<file path="config.mk">
export PLATFORM = sky130hd
export DESIGN_NAME = prescaled_watchdog
export DESIGN_NICKNAME = d
export VERILOG_FILES = /design/src/rtl/wdt_pkg.sv /design/src/rtl/wdt_rst_sync.sv /design/src/rtl/wdt_prescaler.sv /design/src/rtl/wdt_timeout.sv /design/src/rtl/prescaled_watchdog.sv
export SDC_FILE = /design/constraint.sdc
export NUM_CORES = 1
export LEC_CHECK = 0
export BUFFER_PORTS_ARGS = -buffer_cell sky130_fd_sc_hd__buf_4
export CAP_MARGIN = 20
export CORE_MARGIN = 3
export CORE_UTILIZATION = 55
export DETAILED_ROUTE_END_ITERATION = 6
export PLACE_DENSITY_LB_ADDON = 0.05
export SETUP_SLACK_MARGIN = 0.15
export SKIP_LAST_GASP = 1
export SYNTH_ARGS = -nofsm -noshare
export SYNTH_HDL_FRONTEND = slang
export SYNTH_SLANG_ARGS = --single-unit
</file>
<file path="constraint.sdc">
create_clock -name clk -period 2 [get_ports clk]
set_clock_uncertainty 0.15 [all_clocks]
set_input_delay 0.2 -clock clk [delete_from_list [all_inputs] [get_ports clk]]
set_output_delay 0.2 -clock clk [all_outputs]
set_load 0.01 [all_outputs]
</file>
<file path="src/rtl/wdt_pkg.sv">
`timescale 1ns/1ps
package wdt_pkg;
  localparam int unsigned BIT_RESTART = 0;
  localparam int unsigned BIT_RST_EN  = 1;
  localparam int unsigned BIT_RST_FLG = 2;
  localparam int unsigned BIT_INT_FLG = 3;
  localparam int unsigned BIT_IVL_LO  = 4;
  localparam int unsigned BIT_INT_EN  = 6;
  localparam int unsigned BIT_RUN     = 7;
  localparam int unsigned BIT_PS_LO   = 10;

  typedef struct packed {
    logic [1:0] psel;
    logic       run;
    logic       int_en;
    logic [1:0] isel;
    logic       rst_en;
  } wdt_cfg_t;

  localparam wdt_cfg_t CFG_RESET = '{psel: 2'd1, run: 1'b0, int_en: 1'b0,
                                     isel: 2'd0, rst_en: 1'b0};
endpackage

</file>
<file path="src/rtl/wdt_rst_sync.sv">
`timescale 1ns/1ps
module wdt_rst_sync #(
  parameter int STAGES = 2
) (
  input  logic clk,
  input  logic arst_n,
  output logic srst_n
);
  logic [STAGES-1:0] sync_q;

  always_ff @(posedge clk or negedge arst_n) begin
    if (!arst_n) sync_q <= '0;
    else         sync_q <= {sync_q[STAGES-2:0], 1'b1};
  end

  assign srst_n = sync_q[STAGES-1];
endmodule

</file>
<file path="src/rtl/wdt_prescaler.sv">
`timescale 1ns/1ps
module wdt_prescaler #(
  parameter int PS_SH1 = 8,
  parameter int PS_SH2 = 11,
  parameter int PS_SH3 = 16
) (
  input  logic       clk,
  input  logic       rst_n,
  input  logic       tick,
  input  logic       run,
  input  logic       clr,
  input  logic [1:0] sel,
  output logic       step
);
  localparam int PW = (PS_SH3 > 0) ? PS_SH3 : 1;
  localparam int SHIFTS [4] = '{0, PS_SH1, PS_SH2, PS_SH3};

  logic [PW-1:0] lim_tab [4];
  logic [PW-1:0] pcnt_q, pcnt_d;
  logic          term;

  for (genvar g = 0; g < 4; g++) begin : g_lim
    assign lim_tab[g] = PW'((64'd1 << SHIFTS[g]) - 64'd1);
  end

  always_comb begin
    term   = (pcnt_q >= lim_tab[sel]);
    step   = run && tick && !clr && term;
    pcnt_d = pcnt_q;
    if (clr)              pcnt_d = '0;
    else if (run && tick) pcnt_d = term ? '0 : pcnt_q + PW'(1);
  end

  always_ff @(posedge clk or negedge rst_n) begin
    if (!rst_n) pcnt_q <= '0;
    else        pcnt_q <= pcnt_d;
  end

  // paused and not restarted, the prescaler holds its phase
  p_prescale_hold_r5: assert property (@(posedge clk) disable iff (!rst_n)
    (!run && !clr) |=> $stable(pcnt_q));
endmodule

</file>
<file path="src/rtl/wdt_timeout.sv">
`timescale 1ns/1ps
module wdt_timeout #(
  parameter int INT_BASE = 14,
  parameter int INT_STEP = 2,
  parameter int RST_WIN  = 1024
) (
  input  logic       clk,
  input  logic       rst_n,
  input  logic       step,
  input  logic       clr,
  input  logic [1:0] isel,
  input  logic       rst_en,
  output logic       hit,
  output logic       fire,
  output logic       rst_req
);
  localparam int CW = INT_BASE + 3 * INT_STEP + 1;
  localparam logic [CW-1:0] WIN_LAST = CW'(RST_WIN - 1);

  logic [CW-1:0] thr_tab [4];
  logic [CW-1:0] cnt_q, cnt_d;
  logic          armed_q, armed_d;
  logic          req_q;

  for (genvar g = 0; g < 4; g++) begin : g_thr
    assign thr_tab[g] = CW'((64'd1 << (INT_BASE + INT_STEP * g)) - 64'd1);
  end

  always_comb begin
    cnt_d   = cnt_q;
    armed_d = armed_q;
    hit     = 1'b0;
    fire    = 1'b0;
    if (clr) begin
      cnt_d   = '0;
      armed_d = 1'b0;
    end else if (step) begin
      if (!armed_q) begin
        if (cnt_q >= thr_tab[isel]) begin
          cnt_d   = '0;
          armed_d = 1'b1;
          hit     = 1'b1;
        end else begin
          cnt_d = cnt_q + CW'(1);
        end
      end else begin
        if (cnt_q >= WIN_LAST) begin
          cnt_d   = '0;
          armed_d = 1'b0;
          fire    = rst_en;
        end else begin
          cnt_d = cnt_q + CW'(1);
        end
      end
    end
  end

  always_ff @(posedge clk or negedge rst_n) begin
    if (!rst_n) begin
      cnt_q   <= '0;
      armed_q <= 1'b0;
      req_q   <= 1'b0;
    end else begin
      cnt_q   <= cnt_d;
      armed_q <= armed_d;
      req_q   <= fire;
    end
  end

  assign rst_req = req_q;

  // the request lasts a single cycle
  p_single_pulse_r6: assert property (@(posedge clk) disable iff (!rst_n)
    rst_req |=> !rst_req);
  // a request needs reset-enable in the cycle that ended the window
  p_req_needs_en_r6: assert property (@(posedge clk) disable iff (!rst_n)
    rst_req |-> $past(rst_en));
  // without a count or a restart the interval state is frozen
  p_count_hold_r5: assert property (@(posedge clk) disable iff (!rst_n)
    (!step && !clr) |=> ($stable(cnt_q) && $stable(armed_q)));
endmodule

</file>
<file path="src/rtl/prescaled_watchdog.sv">
`timescale 1ns/1ps
module prescaled_watchdog
  import wdt_pkg::*;
#(
  parameter int PS_SH1   = 8,
  parameter int PS_SH2   = 11,
  parameter int PS_SH3   = 16,
  parameter int INT_BASE = 14,
  parameter int INT_STEP = 2,
  parameter int RST_WIN  = 1024
) (
  input  logic        clk,
  input  logic        por_n,
  input  logic        rst_n,
  input  logic        tick,
  input  logic        reg_wr,
  input  logic [31:0] reg_wdata,
  output logic [31:0] reg_rdata,
  output logic        irq,
  output logic        rst_req
);
  logic     sys_arst_n, core_rst_n, flag_rst_n;
  wdt_cfg_t cfg_q, cfg_d;
  logic     iflag_q, iflag_d, rflag_q, rflag_d;
  logic     restart, step, hit, fire;
  logic     unused_wdata;

  assign sys_arst_n   = por_n & rst_n;
  assign unused_wdata = ^{reg_wdata[31:12], reg_wdata[9:8]};

  wdt_rst_sync #(.STAGES(2)) u_core_sync (
    .clk(clk), .arst_n(sys_arst_n), .srst_n(core_rst_n));
  wdt_rst_sync #(.STAGES(2)) u_flag_sync (
    .clk(clk), .arst_n(por_n), .srst_n(flag_rst_n));

  wdt_prescaler #(.PS_SH1(PS_SH1), .PS_SH2(PS_SH2), .PS_SH3(PS_SH3)) u_pre (
    .clk(clk), .rst_n(core_rst_n), .tick(tick), .run(cfg_q.run),
    .clr(restart), .sel(cfg_q.psel), .step(step));

  wdt_timeout #(.INT_BASE(INT_BASE), .INT_STEP(INT_STEP), .RST_WIN(RST_WIN)) u_tmo (
    .clk(clk), .rst_n(core_rst_n), .step(step), .clr(restart),
    .isel(cfg_q.isel), .rst_en(cfg_q.rst_en), .hit(hit), .fire(fire),
    .rst_req(rst_req));

  always_comb begin
    restart      = reg_wr && reg_wdata[BIT_RESTART];
    cfg_d.psel   = reg_wdata[BIT_PS_LO +: 2];
    cfg_d.run    = reg_wdata[BIT_RUN];
    cfg_d.int_en = reg_wdata[BIT_INT_EN];
    cfg_d.isel   = reg_wdata[BIT_IVL_LO +: 2];
    cfg_d.rst_en = reg_wdata[BIT_RST_EN];
    iflag_d = iflag_q;
    if (reg_wr && reg_wdata[BIT_INT_FLG]) iflag_d = 1'b0;
    if (hit)                              iflag_d = 1'b1;
    rflag_d = rflag_q;
    if (reg_wr && reg_wdata[BIT_RST_FLG]) rflag_d = 1'b0;
    if (fire)                             rflag_d = 1'b1;
  end

  always_ff @(posedge clk or negedge core_rst_n) begin
    if (!core_rst_n) begin
      cfg_q   <= CFG_RESET;
      iflag_q <= 1'b0;
    end else begin
      if (reg_wr) cfg_q <= cfg_d;
      iflag_q <= iflag_d;
    end
  end

  always_ff @(posedge clk or negedge flag_rst_n) begin
    if (!flag_rst_n) rflag_q <= 1'b0;
    else             rflag_q <= rflag_d;
  end

  always_comb begin
    reg_rdata                   = '0;
    reg_rdata[BIT_PS_LO +: 2]   = cfg_q.psel;
    reg_rdata[BIT_RUN]          = cfg_q.run;
    reg_rdata[BIT_INT_EN]       = cfg_q.int_en;
    reg_rdata[BIT_IVL_LO +: 2]  = cfg_q.isel;
    reg_rdata[BIT_INT_FLG]      = iflag_q;
    reg_rdata[BIT_RST_FLG]      = rflag_q;
    reg_rdata[BIT_RST_EN]       = cfg_q.rst_en;
  end

  assign irq = iflag_q & cfg_q.int_en;

  // the reset flag is visible whenever a request is issued
  p_flag_with_req_r7: assert property (@(posedge clk) disable iff (!core_rst_n)
    rst_req |-> rflag_q);
  // a timeout can only come out of an enabled counter
  p_iflag_needs_run_r5: assert property (@(posedge clk) disable iff (!core_rst_n)
    $rose(iflag_q) |-> $past(cfg_q.run));
endmodule

</file>
==> metrics.txt, run 1 <==
Max H-tree Level 2; cts bufs inserted 5; slowest CP cell nor4_1; antenna cells 0; Adder-Cell Fraction of Synth Area under 10%; crit path to u_tmo.cnt_q[20]; most frequent cells in the layout buf_4, dfrtp_1, nand2_1, conb_1, nand3_1; Total GRT Usage 28.1%; pwr dens ~500 nW/um^2; RR Endpoint u_tmo.cnt_q[20]; Synth Area in Simple Gates between 20% and 30%; worst r2r path cells 9; largest net degree at the start of global routing 28; post-synth cell types 49; Arrival @ worst endpoint 2.71 ns; ys flop type dfrtp_1; Crit Path Category flip-flop to flip-flop; leading cell type in the layout, fill and taps excluded buf_4; DRT Pass-1 Iters 5; post-route clock period utilization 131%; worst skew pair latency 0.32 ns; top post-synthesis cells by area dfrtp_1, buf_4, ha_1; leak pwr approximately 0.0023 uW; Most common cell on crit path buf_4; Via density between 6 and 7; Fmax between 300 and 400 MHz; Area after DPL about 4200 um^2; CP Launch Point u_tmo.cnt_q[13]; reg-to-reg startpoint u_tmo.cnt_q[13]; Synth area leader dfrtp_1; initial antenna violation count 0; worst path cell trace buf_4, nor4_1, nand3_1, a21oi_2, buf_4, mux2_4, buf_6, nand2_4, o22ai_1; Seq pwr share between 40% and 50%; flop2flop setup slack -0.62 ns; final slew viol count 0; Core ar. approximately 5600 um^2; RSZ-0062 raised after global routing true; max-cap check violation count 0; CP max FO 6; share of the synthesized area in the top cell type about 39%; nets 548; vias in the first global route 3402; final hold slack between 0.03 and 0.04 ns; worst hold-check path type input port to flip-flop; failing checks setup timing; Area Growth Syn to Fin 49.4%; Least-Margin Pin Slew just over 0.6 ns; Compound-Gate Fraction of Synth Area approximately 19%; Yosys reg bits 52; TritonCTS Sinks 52; global placement routability congestion 0.854; Worst EP required about 2.1 ns; clock period minus worst slack around 2.6 ns; Pint 1670 uW; Longest Clk Path Bufs 2; synthesized instance count around 360; number of enable flip-flop cells after synthesis 0; Synth Cell Area 3270 um^2; Die Ht about 83 um; fill cell count just under 300; post-route cell area 4880 um^2; Die ar. between 6000 and 7000 um^2; first-pass GRT wire length around 16000 um; Slew HR 58.6%; synthesized area per cell approximately 9.0 um^2; Post-Route WL roughly 11000 um; drt first-iter violations 273; status complete, but fails checks; CTS root buf clkbuf_8; share of total power in combinational logic 26.3%; layout cell share with drive strength beyond 1 between 40% and 50%; Worst Setup Start Kind flip-flop; Synth Area in XOR/XNOR less than 1%; DR vias approximately 3500; peak supply drop between 0.4 and 0.5 mV; Slowest Stage Delay on Critical Path roughly 0.56 ns; wire per inst around 19 um; CTS tree yes; clock share of power roughly a quarter; DP HPWL 6390 um; Post-route DRC 0; Fin Setup TNS -20.94 ns; Initial Utilization a little under 60%; Reg clk slew, reported paths 0.11 ns; final setup fails between 40 and 50; YS warnings 0; final hold vios 0; Async S/R FF share, synth 100%; Port Buffers 25; Rows 27; Sw Pwr a little under 800 uW; I/O Pins just over 70; Final ANT Viol Nets 0; global route total overflow 0; Switching Share a little under a third; mux contribution to synthesized area 2.37%; Die W 83.1 um; sequential share of the synthesized area between 30% and 40%; fin worst setup slack -0.617 ns; endpoint class of the critical path flip-flop; main combinational cell family by area after synthesis simple AND/OR/NAND/NOR gates
## per-stage QoR
step                      setup WS [ns]  std cells  util (%)  total power [uW]
after floorplan                  -0.407        385         -              1490
after global placement           -0.512        530      74.3              1650
after detailed placement         -0.594        530      74.3              1660
after CTS                        -0.481        556      82.7              2380
after global routing             -0.751        566      86.5              2580
final                            -0.617        566      86.5              2440
## synth_stat cells, types with 5 or more instances
cell type,number
dfrtp_1,51
nand2_1,48
buf_4,30
a21oi_1,22
nand3_1,19
ha_1,18
nor2_1,17
o21ai_0,15
a31oi_1,12
nor3_1,12
nor4_1,10
a32o_1,7
and3_1,7
nand2b_1,7
a21o_1,6
and2_1,6
inv_1,6
mux2_2,6
nand4_1,6
a221o_1,5
clkbuf_1,5
o22ai_1,5
or3_1,5
## worst min path at each step
stage                                 end  cells past startpoint  slack [ns]          from
finish                            rflag_q                      3        0.03  reg_wdata[2]
CTS                               rflag_q                      3        0.03  reg_wdata[2]
detailed placement  u_flag_sync.sync_q[0]                      1       -0.16         por_n
floorplan           u_flag_sync.sync_q[0]                      0       -0.25         por_n
global route        u_flag_sync.sync_q[0]                      2        0.03         por_n
global placement    u_flag_sync.sync_q[0]                      1       -0.16         por_n
## cell type report
type                    count  area, um^2  area share [%]
clock buffers               5        68.8            1.41
clock inverters             3        26.3           0.538
inverters                   6        22.5           0.461
multi-input cells         291        2190            44.9
flip-flops and latches     52        1310            26.7
well taps                  72        90.1            1.85
repair buffers            137        1180            24.1
## worst max-delay path, delay by kind of cell (launching register included)
kind | cells | cell delay [ns]
muxes | 1 | 0.21
DFF | 1 | 0.43
and+or+nand+nor | 3 | 0.89
buffers and inverters | 3 | 0.46
AOI/OAI and AO/OA | 2 | 0.42
## power groups by stage
stage	Clock [uW]	Sequential [uW]	Combinational (uW)
3_3_place_gp	0	1160	482
5_1_grt	724	1160	693
4_1_cts	656	1150	575
3_5_place_dp	0	1170	496
2_1_floorplan	0	1190	304
6_report	647	1150	642
## kinds of logic after synthesis
family                   count (synthesis)
AND/OR/NAND/NOR                        146
AO/OA/AOI/OAI                           92
other                                    2
multiplexers                             7
XOR/XNOR                                 1
flip-flops                              52
adder cells (fa/ha/maj)                 18
buffers and inverters                   44
## flip-flops by register name (all words and copies together) (netlist names)
name / count
iflag_q: 1
u_flag_sync.sync_q: 2
u_core_sync.sync_q: 2
reg_rdata: 7
u_tmo.cnt_q: 21
rflag_q: 1
u_pre.pcnt_q: 16
u_tmo.rst_req: 1
u_tmo.armed_q: 1
## timing repair
item	CTS	global route
gates cloned	1	2
resized for setup	42	26
endpoints found under the setup margin	41	41
hold buffers	11	0
pin swaps	14	18
endpoints found under the hold margin	13	0
setup buffers	6	8
## metal layers
layer  routed length, um  GRT usage, %  vias up
met5                   0             0        -
met4                 425          10.8        0
met3                 771          4.76       41
met2                5210          46.4      191
met1                4350          36.7     1677
li1                    -             -     1557
(Power assumes the default switching activity.)
==> run 2: changes to the inputs <==
--- a/config.mk
+++ b/config.mk
@@ -5,8 +5,10 @@
 export SDC_FILE = /design/constraint.sdc
 export NUM_CORES = 1
 export LEC_CHECK = 0
+export ABC_CLOCK_PERIOD_IN_PS = 2000
 export BUFFER_PORTS_ARGS = -buffer_cell sky130_fd_sc_hd__buf_4
 export CAP_MARGIN = 20
+export CORE_ASPECT_RATIO = 1.5
 export CORE_MARGIN = 3
 export CORE_UTILIZATION = 55
 export DETAILED_ROUTE_END_ITERATION = 6
==> metrics.txt, run 2 (synthesis results as in run 1) <==
CTS tree yes; final slew viol count 0 (unchanged); clock period minus worst slack 2.64 ns (+0.0196 ns); Worst Setup Start Kind flip-flop; Post-Route WL 11800 um (+9.5%); Worst EP required 2.08 ns (about the same); worst hold-check path type input port to async pin; final hold vios 0 (unchanged); Max H-tree Level 2 (unchanged); pwr dens 507 nW/um^2 (+1.5%); fin cells 573 (+1.2%); Least-Margin Pin Slew 0.609 ns (-0.00603 ns); Post-route DRC 0 (unchanged); Longest Clk Path Bufs 2 (unchanged); most frequent cells in the layout buf_4, dfrtp_1, nand2_1, conb_1, buf_6; status complete, but fails checks; fin util 89.0% (+2.4 points); Die W 68.9 um (-17%); global route total overflow 0 (unchanged); DRT Pass-1 Iters 6 (+1); Crit Path Category flip-flop to flip-flop; antenna cells 0 (unchanged); first-pass GRT wire length 16900 um (+5.2%); leak pwr 0.00233 uW (+2.7%); DR vias 3568 (+2.9%); Arrival @ worst endpoint 2.72 ns (about the same); RSZ-0062 raised after global routing true; CP max FO 7 (+1); failing checks setup timing; Area Growth Syn to Fin 52.9%; Die Ht 100 um (+21%); fin worst setup slack -0.636 ns (-0.0196 ns); global placement routability congestion 0.873 (+2.2%); Die ar. 6920 um^2 (+0.27%); flip-flop count of the largest register after layout 21 (unchanged); Slew HR 59.4% (+0.78 points); post-route clock period utilization 132% (+0.98 points); vias in the first global route 3593 (+5.6%); Final ANT Viol Nets 0 (unchanged); cts bufs inserted 5 (unchanged); nets 557 (+1.6%); max-cap check violation count 0 (unchanged); Core ar. 5620 um^2 (-0.47%); CTS root buf clkbuf_8; Cells after DPL 530 (unchanged); DP HPWL 6420 um (+0.44%); worst skew pair latency 0.32 ns (about the same); Reg clk slew, reported paths 0.11 ns (about the same); I/O Pins 71 (unchanged); TritonCTS Sinks 52 (unchanged); layout cell share with drive strength beyond 1 43.5% (+1.0 points); Port Buffers 25 (unchanged); Initial Utilization 58.2% (+0.27 points); fill cell count 267 (-7.9%); leading cell type in the layout, fill and taps excluded buf_4; Via density 6.23 (+1.7%); largest net degree at the start of global routing 48 (+71%); Total GRT Usage 32.9% (+4.8 points); drt first-iter violations 274 (+0.37%); endpoint class of the critical path flip-flop; final setup fails 41 (unchanged); initial antenna violation count 0 (unchanged); Fmax 379 MHz (-0.74%); largest reg by FF count u_tmo.cnt_q; wire per inst 20.5 um (+8.2%); Rows 33 (+22%); peak supply drop 0.328 mV (-28%)
==> run 2: cell type report <==
cell class | count | area, um^2 | share of cell area [%]
Tap cell | 70 | 87.6 | 1.75
Clock inverter | 3 | 21.3 | 0.426
Clock buffer | 5 | 68.8 | 1.38
Inverter | 6 | 25.0 | 0.501
Timing Repair Buffer | 147 | 1260 | 25.2
Sequential cell | 52 | 1310 | 26.1
Multi-Input combinational cell | 290 | 2230 | 44.6
==> run 2: metal layers <==
| metal | track usage [%] | vias to the layer above | share of wire (%) |
|---|---|---|---|
| li1 | - | 1576 | - |
| met1 | 34.5 | 1753 | 34 |
| met2 | 57.5 | 189 | 54 |
| met3 | 6.05 | 50 | 6.1 |
| met4 | 21.2 | 0 | 5.5 |
| met5 | 0 | - | 0 |
==> run 2: through the flow <==
step | total power, uW | area (um^2) | hold WS (ns) | setup TNS (ns) | worst slack [ns]
after floorplan | 1490 | 3500 | -0.246 | -11.39 | -0.407
after global routing | 2630 | 5000 | 0.0653 | -23.60 | -0.690
after detailed placement | 1670 | 4180 | -0.163 | -18.92 | -0.561
after global placement | 1650 | 4180 | -0.164 | -16.17 | -0.486
after CTS | 2430 | 4820 | 0.0339 | -16.12 | -0.455
final | 2530 | 5000 | 0.0564 | -22.32 | -0.636
==> run 2: power by group <==
| part | switching, uW | internal (uW) | total [uW] |
|---|---|---|---|
| registers | 45.6 | 1100 | 1150 |
| logic | 388 | 356 | 744 |
| clock network | 392 | 250 | 642 |
| total | 826 | 1710 | 2530 |
==> run 2: timing repair <==
action / CTS / global route
endpoints found under the hold margin: 13 / 0
cloned: 2 / 0
hold buffers: 11 / 0
setup endpoints to repair: 41 / 41
buffers inserted: 16 / 6
gates resized for setup: 53 / 28
pin swaps: 29 / 24
==> run 2: critical path: stages (launching register included) <==
cell,delay (ns)
dfstp_2,0.62
nor2_4,0.07
inv_2,0.08
ha_4,0.20
nand2b_4,0.15
a21o_1,0.19
a41o_4,0.25
buf_6,0.12
o21ai_4,0.20
buf_4,0.21
a21oi_1,0.09
a31oi_1,0.20
==> run 2: final timing paths <==
kind,from,to,slack (ns),cells past startpoint
worst max-delay path,reg_rdata[10],u_pre.pcnt_q[2],-0.64,11
worst min-delay path,por_n,u_flag_sync.sync_q[1],0.06,2
worst max register to register,reg_rdata[10],u_pre.pcnt_q[2],-0.64,11
worst min register to register,u_core_sync.sync_q[1],u_tmo.cnt_q[7],0.20,1
max in group asynchronous,u_core_sync.sync_q[1],reg_rdata[11],1.07,1
min in group clk,reg_wdata[2],rflag_q,0.07,3
